## config.mk

```make
export PLATFORM = sky130hd
export DESIGN_NAME = irq_route_regs
export DESIGN_NICKNAME = d
export VERILOG_FILES = /design/src/rtl/irq_regs_pkg.sv /design/src/rtl/irq_regs_ctrl.sv /design/src/rtl/irq_regs_dp.sv /design/src/rtl/irq_route_regs.sv
export SDC_FILE = /design/constraint.sdc
export NUM_CORES = 1
export LEC_CHECK = 0
export BUFFER_PORTS_ARGS = -buffer_cell sky130_fd_sc_hd__clkbuf_2
export CAP_MARGIN = 15
export CELL_PAD_IN_SITES_DETAIL_PLACEMENT = 0
export CELL_PAD_IN_SITES_GLOBAL_PLACEMENT = 1
export CORE_MARGIN = 2
export CORE_UTILIZATION = 34
export CTS_CLUSTER_DIAMETER = 120
export CTS_CLUSTER_SIZE = 25
export DETAILED_ROUTE_END_ITERATION = 10
export GPL_TIMING_DRIVEN = 0
export PLACE_DENSITY = 0.84
export SLEW_MARGIN = 20
export SYNTH_ARGS = -nofsm -noshare
export SYNTH_HDL_FRONTEND = slang
export SYNTH_HIERARCHICAL = 1
export SYNTH_SLANG_ARGS = --single-unit
```

## constraint.sdc

```tcl
create_clock -name clk -period 2.2 [get_ports clk]
set_input_delay 0.11 -clock clk [delete_from_list [all_inputs] [get_ports clk]]
set_output_delay 0.11 -clock clk [all_outputs]
set_load 0.02 [all_outputs]
```

## src/rtl/irq_regs_pkg.sv

```systemverilog
package irq_regs_pkg;

  typedef enum logic [2:0] {
    SEL_ENABLE  = 3'd0,
    SEL_IDELEG  = 3'd1,
    SEL_EDELEG  = 3'd2,
    SEL_PEND    = 3'd3,
    SEL_SENABLE = 3'd4,
    SEL_SPEND   = 3'd5,
    SEL_MVEC    = 3'd6,
    SEL_SVEC    = 3'd7
  } csrSel_e;

  typedef struct packed {
    logic wrEnable;
    logic wrIdeleg;
    logic wrEdeleg;
    logic wrPend;
    logic wrMvec;
    logic wrSvec;
    logic supView;
  } wrStrobe_t;

  localparam logic [15:0] ENABLE_BITS  = 16'h0AAA;
  localparam logic [15:0] IDELEG_BITS  = 16'h0222;
  localparam logic [15:0] EDELEG_BITS  = 16'hBBFF;
  localparam logic [15:0] SPEND_BITS   = 16'h0103;
  localparam int          HW_LINES     = 3;
  localparam int          HW_FIRST_BIT = 3;
  localparam int          HW_STRIDE    = 4;

endpackage

```

## src/rtl/irq_regs_ctrl.sv

```systemverilog
module irq_regs_ctrl
  import irq_regs_pkg::*;
(
  input  logic       csrValid,
  input  logic [2:0] csrSel,
  output wrStrobe_t  strobe
);

  always_comb begin
    strobe = '0;
    if (csrValid) begin
      unique case (csrSel_e'(csrSel))
        SEL_ENABLE:  strobe.wrEnable = 1'b1;
        SEL_IDELEG:  strobe.wrIdeleg = 1'b1;
        SEL_EDELEG:  strobe.wrEdeleg = 1'b1;
        SEL_PEND:    strobe.wrPend   = 1'b1;
        SEL_SENABLE: begin
          strobe.wrEnable = 1'b1;
          strobe.supView  = 1'b1;
        end
        SEL_SPEND: begin
          strobe.wrPend  = 1'b1;
          strobe.supView = 1'b1;
        end
        SEL_MVEC:    strobe.wrMvec = 1'b1;
        SEL_SVEC:    strobe.wrSvec = 1'b1;
        default:     strobe = '0;
      endcase
    end
  end

endmodule

```

## src/rtl/irq_regs_dp.sv

```systemverilog
module irq_regs_dp
  import irq_regs_pkg::*;
#(
  parameter int XLEN = 32
) (
  input  logic                clk,
  input  logic                rstN,
  input  wrStrobe_t           strobe,
  input  logic [2:0]          csrSel,
  input  logic [XLEN-1:0]     csrWdata,
  input  logic [XLEN-1:0]     csrWmask,
  input  logic [HW_LINES-1:0] hwLines,
  output logic [XLEN-1:0]     csrRdata,
  output logic [XLEN-1:0]     enableQ,
  output logic [XLEN-1:0]     idelegQ,
  output logic [XLEN-1:0]     edelegQ,
  output logic [XLEN-1:0]     pendView,
  output logic [XLEN-1:0]     mvecQ,
  output logic [XLEN-1:0]     svecQ
);

  localparam logic [XLEN-1:0] ENABLE_MASK = XLEN'(ENABLE_BITS);
  localparam logic [XLEN-1:0] IDELEG_MASK = XLEN'(IDELEG_BITS);
  localparam logic [XLEN-1:0] EDELEG_MASK = XLEN'(EDELEG_BITS);
  localparam logic [XLEN-1:0] SPEND_MASK  = XLEN'(SPEND_BITS);

  logic [XLEN-1:0]     swPendQ;
  logic [HW_LINES-1:0] hwPendQ;
  logic [XLEN-1:0]     hwPendWord;
  logic [XLEN-1:0]     merged;
  logic [XLEN-1:0]     enableNext;
  logic [XLEN-1:0]     swPendMask;
  logic                vecModeOk;

  // Place the sampled hardware lines on pending bits 3, 7 and 11.
  always_comb begin
    hwPendWord = '0;
    for (int i = 0; i < HW_LINES; i++) begin
      hwPendWord[HW_FIRST_BIT + HW_STRIDE * i] = hwPendQ[i];
    end
  end

  assign pendView = swPendQ | hwPendWord;

  always_comb begin
    unique case (csrSel_e'(csrSel))
      SEL_ENABLE:  csrRdata = enableQ;
      SEL_IDELEG:  csrRdata = idelegQ;
      SEL_EDELEG:  csrRdata = edelegQ;
      SEL_PEND:    csrRdata = pendView;
      SEL_SENABLE: csrRdata = enableQ & idelegQ;
      SEL_SPEND:   csrRdata = pendView & idelegQ;
      SEL_MVEC:    csrRdata = mvecQ;
      SEL_SVEC:    csrRdata = svecQ;
      default:     csrRdata = '0;
    endcase
  end

  assign merged     = (csrRdata & ~csrWmask) | (csrWdata & csrWmask);
  assign enableNext = strobe.supView ? ((enableQ & ~idelegQ) | (merged & idelegQ))
                                     : merged;
  assign swPendMask = strobe.supView ? (csrWmask & idelegQ & SPEND_MASK & IDELEG_MASK)
                                     : (csrWmask & IDELEG_MASK);
  assign vecModeOk  = ~merged[1];

  always_ff @(posedge clk or negedge rstN) begin
    if (!rstN) begin
      enableQ <= '0;
      idelegQ <= '0;
      edelegQ <= '0;
      swPendQ <= '0;
      hwPendQ <= '0;
      mvecQ   <= '0;
      svecQ   <= '0;
    end else begin
      hwPendQ <= hwLines;
      if (strobe.wrEnable)            enableQ <= enableNext & ENABLE_MASK;
      if (strobe.wrIdeleg)            idelegQ <= merged & IDELEG_MASK;
      if (strobe.wrEdeleg)            edelegQ <= merged & EDELEG_MASK;
      if (strobe.wrPend)              swPendQ <= (swPendQ & ~swPendMask) | (csrWdata & swPendMask);
      if (strobe.wrMvec && vecModeOk) mvecQ   <= merged;
      if (strobe.wrSvec && vecModeOk) svecQ   <= merged;
    end
  end

endmodule

```

## src/rtl/irq_route_regs.sv

```systemverilog
module irq_route_regs
  import irq_regs_pkg::*;
#(
  parameter int XLEN = 32
) (
  input  logic            clk,
  input  logic            rstN,
  input  logic            csrValid,
  input  logic [2:0]      csrSel,
  input  logic [XLEN-1:0] csrWdata,
  input  logic [XLEN-1:0] csrWmask,
  output logic [XLEN-1:0] csrRdata,
  input  logic            hwSoftPend,
  input  logic            hwTimerPend,
  input  logic            hwExtPend,
  output logic [XLEN-1:0] mieOut,
  output logic [XLEN-1:0] midelegOut,
  output logic [XLEN-1:0] medelegOut,
  output logic [XLEN-1:0] mipOut,
  output logic [XLEN-1:0] mtvecOut,
  output logic [XLEN-1:0] stvecOut
);

  wrStrobe_t strobe;

  irq_regs_ctrl u_ctrl (
    .csrValid (csrValid),
    .csrSel   (csrSel),
    .strobe   (strobe)
  );

  irq_regs_dp #(.XLEN(XLEN)) u_dp (
    .clk      (clk),
    .rstN     (rstN),
    .strobe   (strobe),
    .csrSel   (csrSel),
    .csrWdata (csrWdata),
    .csrWmask (csrWmask),
    .hwLines  ({hwExtPend, hwTimerPend, hwSoftPend}),
    .csrRdata (csrRdata),
    .enableQ  (mieOut),
    .idelegQ  (midelegOut),
    .edelegQ  (medelegOut),
    .pendView (mipOut),
    .mvecQ    (mtvecOut),
    .svecQ    (stvecOut)
  );

endmodule

```

# Yosys cells after proc, flatten, opt, wreduce, memory -nomap -nowiden
# Index checks and enable logic that the tools add are counted.
# word_totals
regBits,122
inputBits,73
word_cells,48
# classes
n_eq_ne,7
muxes,11
bitwise,17
reduce_logical,6
# op_table
cell,count
case mux 32 bit (8 select lines),1
AND 32 bit,4
inverter 32 bit,2
OR 32 bit,2
AND 32 x 10 -> 32 bit,1
OR 32 x 12 -> 32 bit,1
AND 12 x 10 -> 12 bit,2
AND 12 bit,1
equality test 3 bit (second input constant),4
two-way mux 12 bit,1
inverter 10 -> 12 bit,1
OR 12 bit,1
two-way mux 10 bit,1
two-way mux 1 bit,7
two-way mux 7 bit,1
equality test 3 x 2 -> 1 bit (second input constant),2
OR reduction 2 bit,3
equality test 3 x 1 -> 1 bit (second input constant),1
zero test 3 bit,1
AND 2 bit,1
logical AND 1 bit,2
inverter 1 bit,1

# Depth between registers and ports, before layout
# Gate-level depths: netlist (run 1).
# depth
ltp_word,8
ltp_mapped,8

# Modules after synthesis
# Netlist (run 1), hierarchy kept.
# modules_own_cells
module,n_inst,cells_each,area_each_um2
irq_regs_dp,1,519,5775.5
irq_regs_ctrl,1,12,62.6

# Least setup slack after synthesis (run 1)
# No wires, ideal clock.
# synth_path
path_kind,register -> register
start,register u_dp.idelegQ[1]
end,register u_dp.svecQ[0]
setup_ns,0.125
arrival_ns,1.921
required_ns,2.075
setup_slack_ns,0.154
stages_incl_launch_ff,8
path_buffers,2
path_cell_list,dfrtp_1 > nor2b_4 > or4_4 > o221ai_2 > nand2b_1 > buf_6 > buf_12 > mux2_4
# synth_via
elab_chain_len,6
# synth_rtl
item,line_no,text
start: declaration,irq_regs_dp.sv:15,"output logic [XLEN-1:0] idelegQ,"
start signal: assignment,irq_regs_dp.sv:78,if (strobe.wrIdeleg) idelegQ <= merged & IDELEG_MASK;
AND 32 x 10 -> 32 bit or AND 12 x 10 -> 12 bit (tied branches),"irq_regs_dp.sv:52, irq_regs_dp.sv:51",
case mux 32 bit (8 select lines) (*),irq_regs_dp.sv:46,unique case (csrSel_e'(csrSel))
AND 32 bit (*),irq_regs_dp.sv:59,assign merged = (csrRdata & ~csrWmask) | (csrWdata & csrWmask);
OR 32 bit (*),irq_regs_dp.sv:59,
inverter 1 bit (*),irq_regs_dp.sv:64,assign vecModeOk = ~merged[1];
logical AND 1 bit (*),irq_regs_dp.sv:82,if (strobe.wrSvec && vecModeOk) svecQ <= merged;
end signal: assignment,irq_regs_dp.sv:82,
end: declaration,irq_regs_dp.sv:19,output logic [XLEN-1:0] svecQ
# Every way passes the cells marked *; elsewhere a longest branch is shown, timed or not.
# A chain may end at the register's enable or synchronous reset.

# Final worst setup path (run 1)
# layout_path
start,register u_dp.idelegQ[1]
end,register u_dp.mvecQ[9]
# layout_via
elab_chain_len,6
# layout_rtl
item,line_no,text
AND 32 x 10 -> 32 bit or AND 12 x 10 -> 12 bit (tied branches),"irq_regs_dp.sv:52, irq_regs_dp.sv:51",
case mux 32 bit (8 select lines) (*),irq_regs_dp.sv:46,
AND 32 bit (*),irq_regs_dp.sv:59,
OR 32 bit (*),irq_regs_dp.sv:59,
inverter 1 bit (*),irq_regs_dp.sv:64,
logical AND 1 bit (*),irq_regs_dp.sv:81,if (strobe.wrMvec && vecModeOk) mvecQ <= merged;
end signal: assignment,irq_regs_dp.sv:81,
end: declaration,irq_regs_dp.sv:18,"output logic [XLEN-1:0] mvecQ,"
# Marked as above.

==> results.py, run 1 <==
metrics = {
    "yosys": {
        "synth_common_cells": "100 x buf_4, 93 x dfrtp_1, 58 x mux2_4",
        "postSynthAreaPerCell_um2": 11.0,
        "synth_top_area_cell": "dfrtp_1",
        "synth_cells": 531,
        "synth_top_area_share_pct": 39.9,
        "synth-seq-cells": 93,
        "yosys_warnings": 6,
        "yosys.cell_types.count": 40,
        "synth-async-reset-ratio_pct": 100,
        "synth_edf_count": 0,
        "synth_ff_type": "dfrtp_1",
        "synthTopCellsByArea": "dfrtp_1 40%, mux2_4 15%, buf_4 13%",
        "yosysMostFrequentCell": "buf_4",
        "synth_area_um2": 5840,
        "yosysSeqAreaShare_pct": 39.9,
    },
    "sta": {
        "period_share_pct": 94.4,
        "finalSetupViolCount": 0,
        "finClkSkew_ns": 0.00467,
        "hold_viol": 0,
        "min_period_ns": 2.08,
        "rsz0062_at_grt": "no",
        "slew_headroom_pct": 60.1,
        "worst_slew_pin_slew_ns": 0.598,
        "drv_slew": 0,
        "fmax_mhz": 481,
        "finalSetupTns_ns": 0,
        "setup_ws_ns": 0.122,
    },
    "floorplan": {
        "ios": 297,
        "die_area_um2": 18200,
        "num_rows": 47,
        "start_util_pct": 35.0,
        "placeableCoreArea_um2": 16700,
        "dieHeight_um": 135,
        "fp.dieW_um": 135,
    },
    "flow_run": {
        "maxCapViolations": 0,
    },
    "placement": {
        "dpl.cell_count": 1047,
        "pre_cts_ws_ns": -0.421,
        "dpl-instance-area_um2": 7500,
        "port_buffers": 197,
        "hpwl_um": 12500,
        "gp_congestion": 0.795,
    },
    "routing": {
        "wl_per_cell_um": 14.8,
        "via_count": 4584,
        "routed_via_density": 4.30,
        "firstDrtPassIters": 4,
        "drc_errors": 0,
        "postRouteAntennaNets": 0,
        "routed_wl_um": 15700,
        "drtIter0Drc": 177,
    },
    "layout": {
        "finalNetCount": 914,
        "fin_cells": 1065,
        "synthToLayoutAreaGrowth_pct": 34.6,
        "drive_gt1_share_pct": 50.2,
        "final_cell_area_um2": 7860,
        "diodes": 0,
    },
    "power_and_ir_drop": {
        "intPower_w": 0.00406,
        "p_sw_share_pct": 36.3,
        "power.leakage_nw": 4.47,
        "seqPwrFrac_pct": 38.1,
        "power_frac_comb_pct": 37.3,
        "powerDensity_nw_per_um2": 810,
        "p_switching_w": 0.00231,
        "peakVddDrop_mv": 0.443,
        "clockPowerShare_pct": 24.6,
    },
    "clock_tree": {
        "clkSinkCount": 93,
        "clkLatencyLatePin_ns": 0.34,
        "clockBufferDepth": 2,
        "cts_tree": "done",
        "cts_buffers": 9,
        "cts_htree_levels": 3,
        "post_cts_buffers": 0,
        "cts-root-buf": "clkbuf_16",
        "clk_pin_slew_ns": 0.06,
    },
    "setup_path": {
        "critPathKind": "flop to flop",
        "end_kind": "flop",
        "crit_slowest_cell": "or4_4",
        "crit_required_ns": 2.43,
        "cp_top_family": "simple AND/OR/NAND/NOR gates",
        "critical_path_arrival_ns": 2.30,
        "crit_buf_inv": 2,
        "slowest_delay_ns": 0.49,
        "start_kind": "flop",
        "worstPathCellList": "nor2b_4, or4_4, o221ai_4, nand2b_1, buf_6, buf_12, mux2_4",
        "cp_max_fo": 10,
    },
    "global_routing": {
        "antenna_found_initial": 0,
        "grtUsageTotal_pct": 17.0,
        "grt.overflow.total": 0,
        "grt_pass1_wl_um": 23900,
        "grt_max_degree": 50,
        "grt_pass1_vias": 4357,
    },
    "outcome": {
        "status": "finished clean",
    },
    "min_path": {
        "hold_class": "input pin to flop",
    },
}
==> metrics by stage <==
step | hold slack [ns] | total power [W] | util (%)
after floorplan | -0.186 | 0.00402 | -
after global placement | 0.220 | 0.00480 | 44.7
after detailed placement | 0.0759 | 0.00485 | 44.9
after CTS | 0.00240 | 0.00645 | 47.0
after global routing | 0.0168 | 0.00674 | 47.1
final | 0.0164 | 0.00637 | 47.1
==> sequential cells by signal, indices dropped and copies added, names as in the netlist, named ones only <==
name and count:
u_dp/mvecQ 32, u_dp/svecQ 32, u_dp/edelegQ 14, u_dp/enableQ 3, u_dp/hwPendQ 3, u_dp/idelegQ 3
==> layout by cell type, fill, tap and decap left out, drive strengths merged, types with 2 or more instances in the layout <==
master,n
a21oi,7
a22oi,3
a32oi,3
and2,3
buf,118
clkbuf,214
clkinv,2
conb,99
dfrtp,93
dlygate4sd3,4
inv,10
mux2,88
mux2i,28
nand2,51
nand2b,8
nand3,9
nor2,35
nor2b,4
o211ai,2
o21ai,21
o221ai,2
o22a,4
o31a,3
o31ai,21
==> path summary, 6_finish.rpt <==
kind                       slack (ns)                   startpoint  depth (start not counted)                         end
max in group asynchronous        1.36                         rstN                          3  u_dp/svecQ[25]$_DFFE_PN0P_
hold / removal                   0.02                  csrWdata[5]                          2                        flop
hold reg to reg                  0.53    u_dp/mvecQ[1]$_DFFE_PN0P_                          1   u_dp/mvecQ[1]$_DFFE_PN0P_
min in group asynchronous        0.27                         rstN                          2   u_dp/svecQ[8]$_DFFE_PN0P_
setup reg to reg                 0.12  u_dp/idelegQ[1]$_DFFE_PN0P_                          7   u_dp/mvecQ[9]$_DFFE_PN0P_
setup / recovery                 0.12  u_dp/idelegQ[1]$_DFFE_PN0P_                          7   u_dp/mvecQ[9]$_DFFE_PN0P_
==> kinds of logic (layout without fill, tap and decap cells) <==
logic type | count (synthesis) | in the layout | synth area share (%)
AOI/OAI and AO/OA | 69 | 69 | 8.08
DFF | 93 | 93 | 39.9
other | 1 | 99 | 0.0642
buffers and inverters | 134 | 350 | 17.2
muxes | 116 | 116 | 25.5
xor gates and xnor gates | 1 | 1 | 0.150
and+or+nand+nor | 117 | 117 | 9.11
==> area by class of cell <==
| class | count | area (µm²) |
|---|---|---|
| repair buffers | 202 | 1060 |
| fillers | 1630 | 8840 |
| plain buffers | 123 | 970 |
| clock inverters | 4 | 47.5 |
| clock buffers | 11 | 253 |
| well taps | 220 | 275 |
| flip-flops and latches | 93 | 2330 |
| multi-input cells | 402 | 2890 |
| inverters | 10 | 37.5 |
==> what timing repair did <==
action | in CTS | in global routing
setup endpoints to repair | 10 | 71
endpoints found under the hold margin | 47 | 0
resized for setup | 3 | 6
hold buffers | 4 | 0
==> power groups by stage <==
stage	Combinational, W	Clock, W	Sequential (W)
floorplan	0.00118	0	0.00284
global placement	0.00237	0	0.00244
detailed placement	0.00240	0	0.00245
CTS	0.00240	0.00162	0.00243
global route	0.00255	0.00170	0.00249
finish	0.00238	0.00157	0.00243
==> routing by layer <==
layer / track usage, % / wire length, µm
met4: 4.92 / 196
met1: 21.7 / 6680
met5: 0 / 0
met2: 29.0 / 7670
met3: 3.75 / 1180
Note: power is estimated with default switching activity, not from simulation.
==> inputs of run 2 (changes only) <==
--- a/config.mk
+++ b/config.mk
@@ -9,6 +9,7 @@
 export CAP_MARGIN = 15
 export CELL_PAD_IN_SITES_DETAIL_PLACEMENT = 0
 export CELL_PAD_IN_SITES_GLOBAL_PLACEMENT = 1
+export CORE_ASPECT_RATIO = 1.75
 export CORE_MARGIN = 2
 export CORE_UTILIZATION = 34
 export CTS_CLUSTER_DIAMETER = 120
@@ -16,6 +17,7 @@
 export DETAILED_ROUTE_END_ITERATION = 10
 export GPL_TIMING_DRIVEN = 0
 export PLACE_DENSITY = 0.84
+export RECOVER_POWER = 25
 export SLEW_MARGIN = 20
 export SYNTH_ARGS = -nofsm -noshare
 export SYNTH_HDL_FRONTEND = slang
==> run 2 against run 1 <==
Sequential share of layout area about the same. Hold slack improved by 0.0064 ns. Global-route usage increased by 1.3 points. Count of clock-buffer cells in the layout decreased by 1. Total power decreased by 1.0%.
==> results.py, run 2 (same netlist as run 1, synthesis figures left out) <==
metrics = {
    "global_routing": {
        "grtUsageTotal_pct": 18.4,
        "grt_max_degree": 54,
        "grt.overflow.total": 0,
        "grt_pass1_vias": 4712,
        "grt_pass1_wl_um": 25100,
        "antenna_found_initial": 0,
    },
    "power_and_ir_drop": {
        "power.leakage_nw": 4.46,
        "peakVddDrop_mv": 0.372,
        "powerDensity_nw_per_um2": 803,
    },
    "clock_tree": {
        "cts_htree_levels": 3,
        "cts_tree": "done",
        "post_cts_buffers": 0,
        "clockBufferDepth": 2,
        "clkSinkCount": 93,
        "cts_buffers": 9,
        "clk_pin_slew_ns": 0.07,
        "cts-root-buf": "clkbuf_16",
        "clkLatencyLatePin_ns": 0.34,
    },
    "flow_run": {
        "maxCapViolations": 0,
    },
    "routing": {
        "wl_per_cell_um": 15.7,
        "routed_wl_um": 16800,
        "via_count": 4719,
        "routed_via_density": 4.40,
        "firstDrtPassIters": 6,
        "drtIter0Drc": 99,
        "drc_errors": 0,
        "postRouteAntennaNets": 0,
    },
    "placement": {
        "hpwl_um": 13700,
        "dpl-instance-area_um2": 7510,
        "dpl.cell_count": 1054,
        "port_buffers": 197,
        "gp_congestion": 0.881,
    },
    "layout": {
        "layout_common_cells": "200 x clkbuf_2, 101 x buf_4, 99 x conb_1",
        "fill_cells": 1720,
        "drive_gt1_share_pct": 50.5,
        "fin_cells": 1072,
        "final_common_cell": "clkbuf_2",
        "synthToLayoutAreaGrowth_pct": 34.5,
        "reg.largest.list": "u_dp/mvecQ (32), u_dp/svecQ (32), u_dp/edelegQ (14)",
        "final_cell_area_um2": 7850,
        "diodes": 0,
        "finalNetCount": 913,
    },
    "sta": {
        "min_period_ns": 2.11,
        "drv_slew": 0,
        "rsz0062_at_grt": "no",
        "hold_viol": 0,
        "whs_ns": 0.0228,
        "finalSetupTns_ns": 0,
        "fmax_mhz": 473,
        "finClkSkew_ns": 0.00834,
        "period_share_pct": 96.1,
        "worst_slew_pin_slew_ns": 1.06,
        "finalSetupViolCount": 0,
        "slew_headroom_pct": 29.5,
    },
    "floorplan": {
        "placeableCoreArea_um2": 16900,
        "dieHeight_um": 177,
        "start_util_pct": 34.6,
        "die_area_um2": 18300,
        "num_rows": 63,
        "fp.dieW_um": 103,
        "ios": 297,
    },
    "setup_path": {
        "critical_path_arrival_ns": 2.34,
        "worstPathCellList": "nor2b_4, or4_4, o221ai_4, nand2b_4, buf_6, buf_12, mux2_4",
        "crit_slowest_cell": "or4_4",
        "cp_top_family": "simple AND/OR/NAND/NOR gates",
        "cp_max_fo": 10,
        "slowest_delay_ns": 0.49,
        "crit_required_ns": 2.42,
        "critPathKind": "flop to flop",
        "start_kind": "flop",
        "end_kind": "flop",
        "crit_buf_inv": 2,
    },
    "min_path": {
        "hold_class": "input pin to flop",
    },
    "outcome": {
        "status": "finished clean",
    },
}
## run 2: cell types whose count changed in the layout (fill, tap and decap cells not counted), sizes merged
cell | previous run | this run
inv | 10 | 11
clkbuf | 214 | 212
clkinv | 2 | 4
bufinv | 1 | 0
## run 2: through the flow
stage / setup slack (ns) / power, W / utilization, %
3_5_place_dp: -0.621 / 0.00485 / 44.5
5_1_grt: 0.0346 / 0.00666 / 46.5
6_report: 0.0857 / 0.00630 / 46.5
2_1_floorplan: 0.154 / 0.00402 / -
3_3_place_gp: -0.654 / 0.00481 / 44.3
4_1_cts: 0.0351 / 0.00639 / 46.5
## run 2: worst paths after layout
| kind | start | endpoint | slack, ns | depth (start not counted) |
|---|---|---|---|---|
| min in group asynchronous | rstN | async pin | 0.50 | 2 |
| worst min register to register | u_dp/enableQ[11]$_DFFE_PN0P_ | u_dp/enableQ[11]$_DFFE_PN0P_ | 0.53 | 2 |
| worst min-delay path | csrWdata[5] | flop | 0.02 | 2 |
| worst max-delay path | u_dp/idelegQ[1]$_DFFE_PN0P_ | u_dp/mvecQ[4]$_DFFE_PN0P_ | 0.09 | 7 |
| worst max register to register | u_dp/idelegQ[1]$_DFFE_PN0P_ | u_dp/mvecQ[4]$_DFFE_PN0P_ | 0.09 | 7 |
| max in group asynchronous | rstN | u_dp/mvecQ[28]$_DFFE_PN0P_ | 0.88 | 3 |
## run 2: report_power, final
part	switching (W)	internal, W	total (W)
combinational	0.00135	0.00104	0.00239
sequential	0.000344	0.00208	0.00243
clock	0.000685	0.000806	0.00149
## run 2: per-layer routing
| metal | global-route usage, % | vias to the layer above | wire length, µm |
|---|---|---|---|
| met5 | 0 | - | 0 |
| met4 | 6.20 | 0 | 352 |
| met3 | 3.86 | 18 | 1230 |
| met2 | 35.4 | 236 | 9180 |
| met1 | 19.0 | 2205 | 6020 |
| li1 | - | 2260 | - |
## run 2: cell type report
cell class / instances / area (µm²) / share of cell area (%)
Buffer: 122 / 967 / 12.3
Clock buffer: 10 / 239 / 3.04
Clock inverter: 6 / 47.5 / 0.606
Inverter: 10 / 37.5 / 0.478
Multi-Input combinational cell: 402 / 2890 / 36.9
Sequential cell: 93 / 2330 / 29.7
Tap cell: 227 / 284 / 3.62
Timing Repair Buffer: 202 / 1050 / 13.4
## run 2: worst reg2reg max path, stage by stage (launching register included)
cell	delay [ns]
dfrtp_2	0.43
nor2b_4	0.06
or4_4	0.49
o221ai_4	0.20
nand2b_4	0.19
buf_6	0.14
buf_12	0.17
mux2_4	0.32
## run 2: repair_timing
| action | CTS | global route |
|---|---|---|
| hold buffers | 4 | 0 |
| resized for setup | 8 | 2 |
| setup endpoints to repair | 58 | 31 |
| endpoints found under the hold margin | 43 | 0 |
==> inputs of run 3 (changes only) <==
--- a/config.mk
+++ b/config.mk
@@ -9,7 +9,7 @@
 export CAP_MARGIN = 15
 export CELL_PAD_IN_SITES_DETAIL_PLACEMENT = 0
 export CELL_PAD_IN_SITES_GLOBAL_PLACEMENT = 1
-export CORE_ASPECT_RATIO = 1.75
+export CORE_ASPECT_RATIO = 0.6
 export CORE_MARGIN = 2
 export CORE_UTILIZATION = 34
 export CTS_CLUSTER_DIAMETER = 120
==> run 3 against run 2 <==
Via count is 0.95% lower. Flip-flop and latch count is the same. Global-route usage barely moved. First-iteration DRC count increased by 110%. Cell count is 1.2% higher. Register-to-register slack lost 0.03 ns. Sequential share of layout area fell by 0.45 points. Count of clock-buffer cells in the layout rose by 1. Combinational power is essentially flat. Die area barely moved. Worst setup slack got worse by 0.031 ns. Largest power group unchanged. Largest cell class unchanged. Non-clock buffer count up 6.
==> results.py, run 3 (same netlist as run 1, synthesis figures left out) <==
metrics = {
    "min_path": {
        "hold_class": "input pin to flop",
        "hold_depth": 2,
    },
    "layout": {
        "diodes": 0,
        "layout_common_cells": "200 x clkbuf_2, 104 x buf_4, 99 x conb_1",
        "final_cell_area_um2": 7970,
        "finalNetCount": 919,
        "reg.largest.list": "u_dp/mvecQ (32), u_dp/svecQ (32), u_dp/edelegQ (14)",
        "final_common_cell": "clkbuf_2",
        "synthToLayoutAreaGrowth_pct": 36.6,
        "drive_gt1_share_pct": 50.8,
    },
    "routing": {
        "drtIter0Drc": 209,
        "routed_via_density": 4.31,
        "firstDrtPassIters": 4,
        "wl_per_cell_um": 15.6,
        "drc_errors": 0,
        "routed_wl_um": 17000,
        "postRouteAntennaNets": 0,
        "via_count": 4674,
    },
    "sta": {
        "hold_viol": 0,
        "worst_slew_pin_slew_ns": 1.23,
        "min_period_ns": 2.15,
        "slew_headroom_pct": 18.1,
        "period_share_pct": 97.5,
        "finClkSkew_ns": 0.0121,
        "drv_slew": 0,
        "finalSetupViolCount": 0,
        "fmax_mhz": 466,
    },
    "placement": {
        "port_buffers": 197,
        "dpl-instance-area_um2": 7520,
        "gp_congestion": 0.798,
        "hpwl_um": 13100,
    },
    "setup_path": {
        "critical_path_arrival_ns": 2.37,
        "crit_slowest_cell": "or4_4",
        "critPathKind": "flop to flop",
        "crit_buf_inv": 2,
        "worst-r2r-cell-count": 7,
        "cp_top_family": "simple AND/OR/NAND/NOR gates",
        "start_kind": "flop",
        "cp_max_fo": 10,
        "end_kind": "flop",
        "crit_required_ns": 2.42,
        "worstPathCellList": "nor2b_4, or4_4, o221ai_4, nand2b_4, buf_8, buf_12, mux2_4",
        "cp_num_cells": 7,
        "slowest_delay_ns": 0.49,
    },
    "power_and_ir_drop": {
        "intPower_w": 0.00406,
        "power.leakage_nw": 4.53,
        "seqPwrFrac_pct": 37.6,
        "totalPowerFinal_w": 0.00646,
        "peakVddDrop_mv": 0.331,
        "clockPowerShare_pct": 25.2,
        "p_switching_w": 0.00240,
        "power_frac_comb_pct": 37.3,
        "p_sw_share_pct": 37.2,
        "powerDensity_nw_per_um2": 811,
    },
    "global_routing": {
        "grt_pass1_vias": 4409,
        "grtUsageTotal_pct": 18.4,
        "grt.overflow.total": 0,
        "grt_pass1_wl_um": 26100,
        "antenna_found_initial": 0,
        "grt_max_degree": 49,
    },
    "floorplan": {
        "ios": 297,
        "dieHeight_um": 106,
        "die_area_um2": 18300,
        "placeableCoreArea_um2": 17000,
        "fp.dieW_um": 173,
        "num_rows": 37,
        "start_util_pct": 34.4,
    },
    "clock_tree": {
        "cts_htree_levels": 3,
        "cts-root-buf": "clkbuf_16",
        "clkLatencyLatePin_ns": 0.34,
        "cts_buffers": 9,
        "clkSinkCount": 93,
        "clk_pin_slew_ns": 0.07,
        "cts_tree": "done",
        "clockBufferDepth": 2,
    },
    "outcome": {
        "status": "finished clean",
    },
    "flow_run": {
        "maxCapViolations": 0,
    },
}
==> run 3: cell types whose count changed in the layout (fill, tap and decap cells not counted) <==
cell        previous run  this run
buf_8                  0         2
clkinv_4               3         1
buf_4                101       104
clkbuf_1               2         4
nand2b_1               7         6
clkinvlp_4             1         0
nand2b_4               1         2
bufinv_16              0         1
clkbuf_16              9        11
inv_6                  1         3
clkinv_2               1         0
buf_6                  3         1
a21boi_1               0         1
a21boi_0               1         0
==> run 3: routing by layer <==
metal	wire length, µm	GRT usage (%)	vias up
met5	0	0	-
met4	64	3.33	0
met3	1370	4.94	5
met2	7010	25.9	167
met1	8510	28.0	2227
li1	-	-	2275
==> run 3: cell type report <==
class | count | area (µm²)
multi-input combinational | 402 | 2900
clock buffer | 11 | 243
inverter | 10 | 37.5
buffer | 123 | 978
tap | 234 | 293
clock inverter | 5 | 65.1
fill | 1670 | 9020
sequential | 93 | 2330
timing repair buffer | 207 | 1130
==> run 3: worst paths after layout <==
path,from,endpoint,slack [ns]
min in group asynchronous,rstN,u_dp/svecQ[28]$_DFFE_PN0P_,0.56
max in group asynchronous,rstN,u_dp/svecQ[11]$_DFFE_PN0P_,0.80
hold reg to reg,u_dp/enableQ[3]$_DFFE_PN0P_,u_dp/enableQ[3]$_DFFE_PN0P_,0.52
hold / removal,csrWdata[5],flop,0.01
setup / recovery,u_dp/idelegQ[1]$_DFFE_PN0P_,u_dp/svecQ[23]$_DFFE_PN0P_,0.05
setup reg to reg,u_dp/idelegQ[1]$_DFFE_PN0P_,u_dp/svecQ[23]$_DFFE_PN0P_,0.05
==> run 3: metrics by stage <==
stage | setup WS, ns | utilization, % | TNS [ns] | std cells | hold slack [ns]
final | 0.0546 | 46.9 | 0 | 1085 | 0.0128
after global routing | -0.00407 | 46.9 | -0.0117 | 1085 | 0.0137
after CTS | 0.0383 | 46.3 | 0 | 1080 | 0.00357
after detailed placement | -0.531 | 44.3 | -13.59 | 1061 | 0.0754
after global placement | -0.488 | 44.1 | -30.80 | 1060 | 0.219
after floorplan | 0.154 | - | 0 | 629 | -0.186
==> run 3: power groups by stage <==
stage | Clock (W) | Combinational [W] | Sequential, W
after global placement | 0 | 0.00236 | 0.00245
after global routing | 0.00176 | 0.00258 | 0.00249
after floorplan | 0 | 0.00118 | 0.00284
after CTS | 0.00168 | 0.00241 | 0.00243
final | 0.00163 | 0.00241 | 0.00243
after detailed placement | 0 | 0.00239 | 0.00246
==> run 3: repair_timing <==
item / CTS / global route
pin swaps: 0 / 1
setup endpoints to repair: 14 / 78
resized for setup: 5 / 10
hold buffers: 4 / 0
endpoints found under the hold margin: 48 / 0
setup buffers: 0 / 3
gates cloned: 0 / 2
==> run 3: worst register-to-register path, cell delays in order (launching register included) <==
cell,delay (ns)
dfrtp_2,0.43
nor2b_4,0.05
or4_4,0.49
o221ai_4,0.23
nand2b_4,0.18
buf_8,0.16
buf_12,0.17
mux2_4,0.31
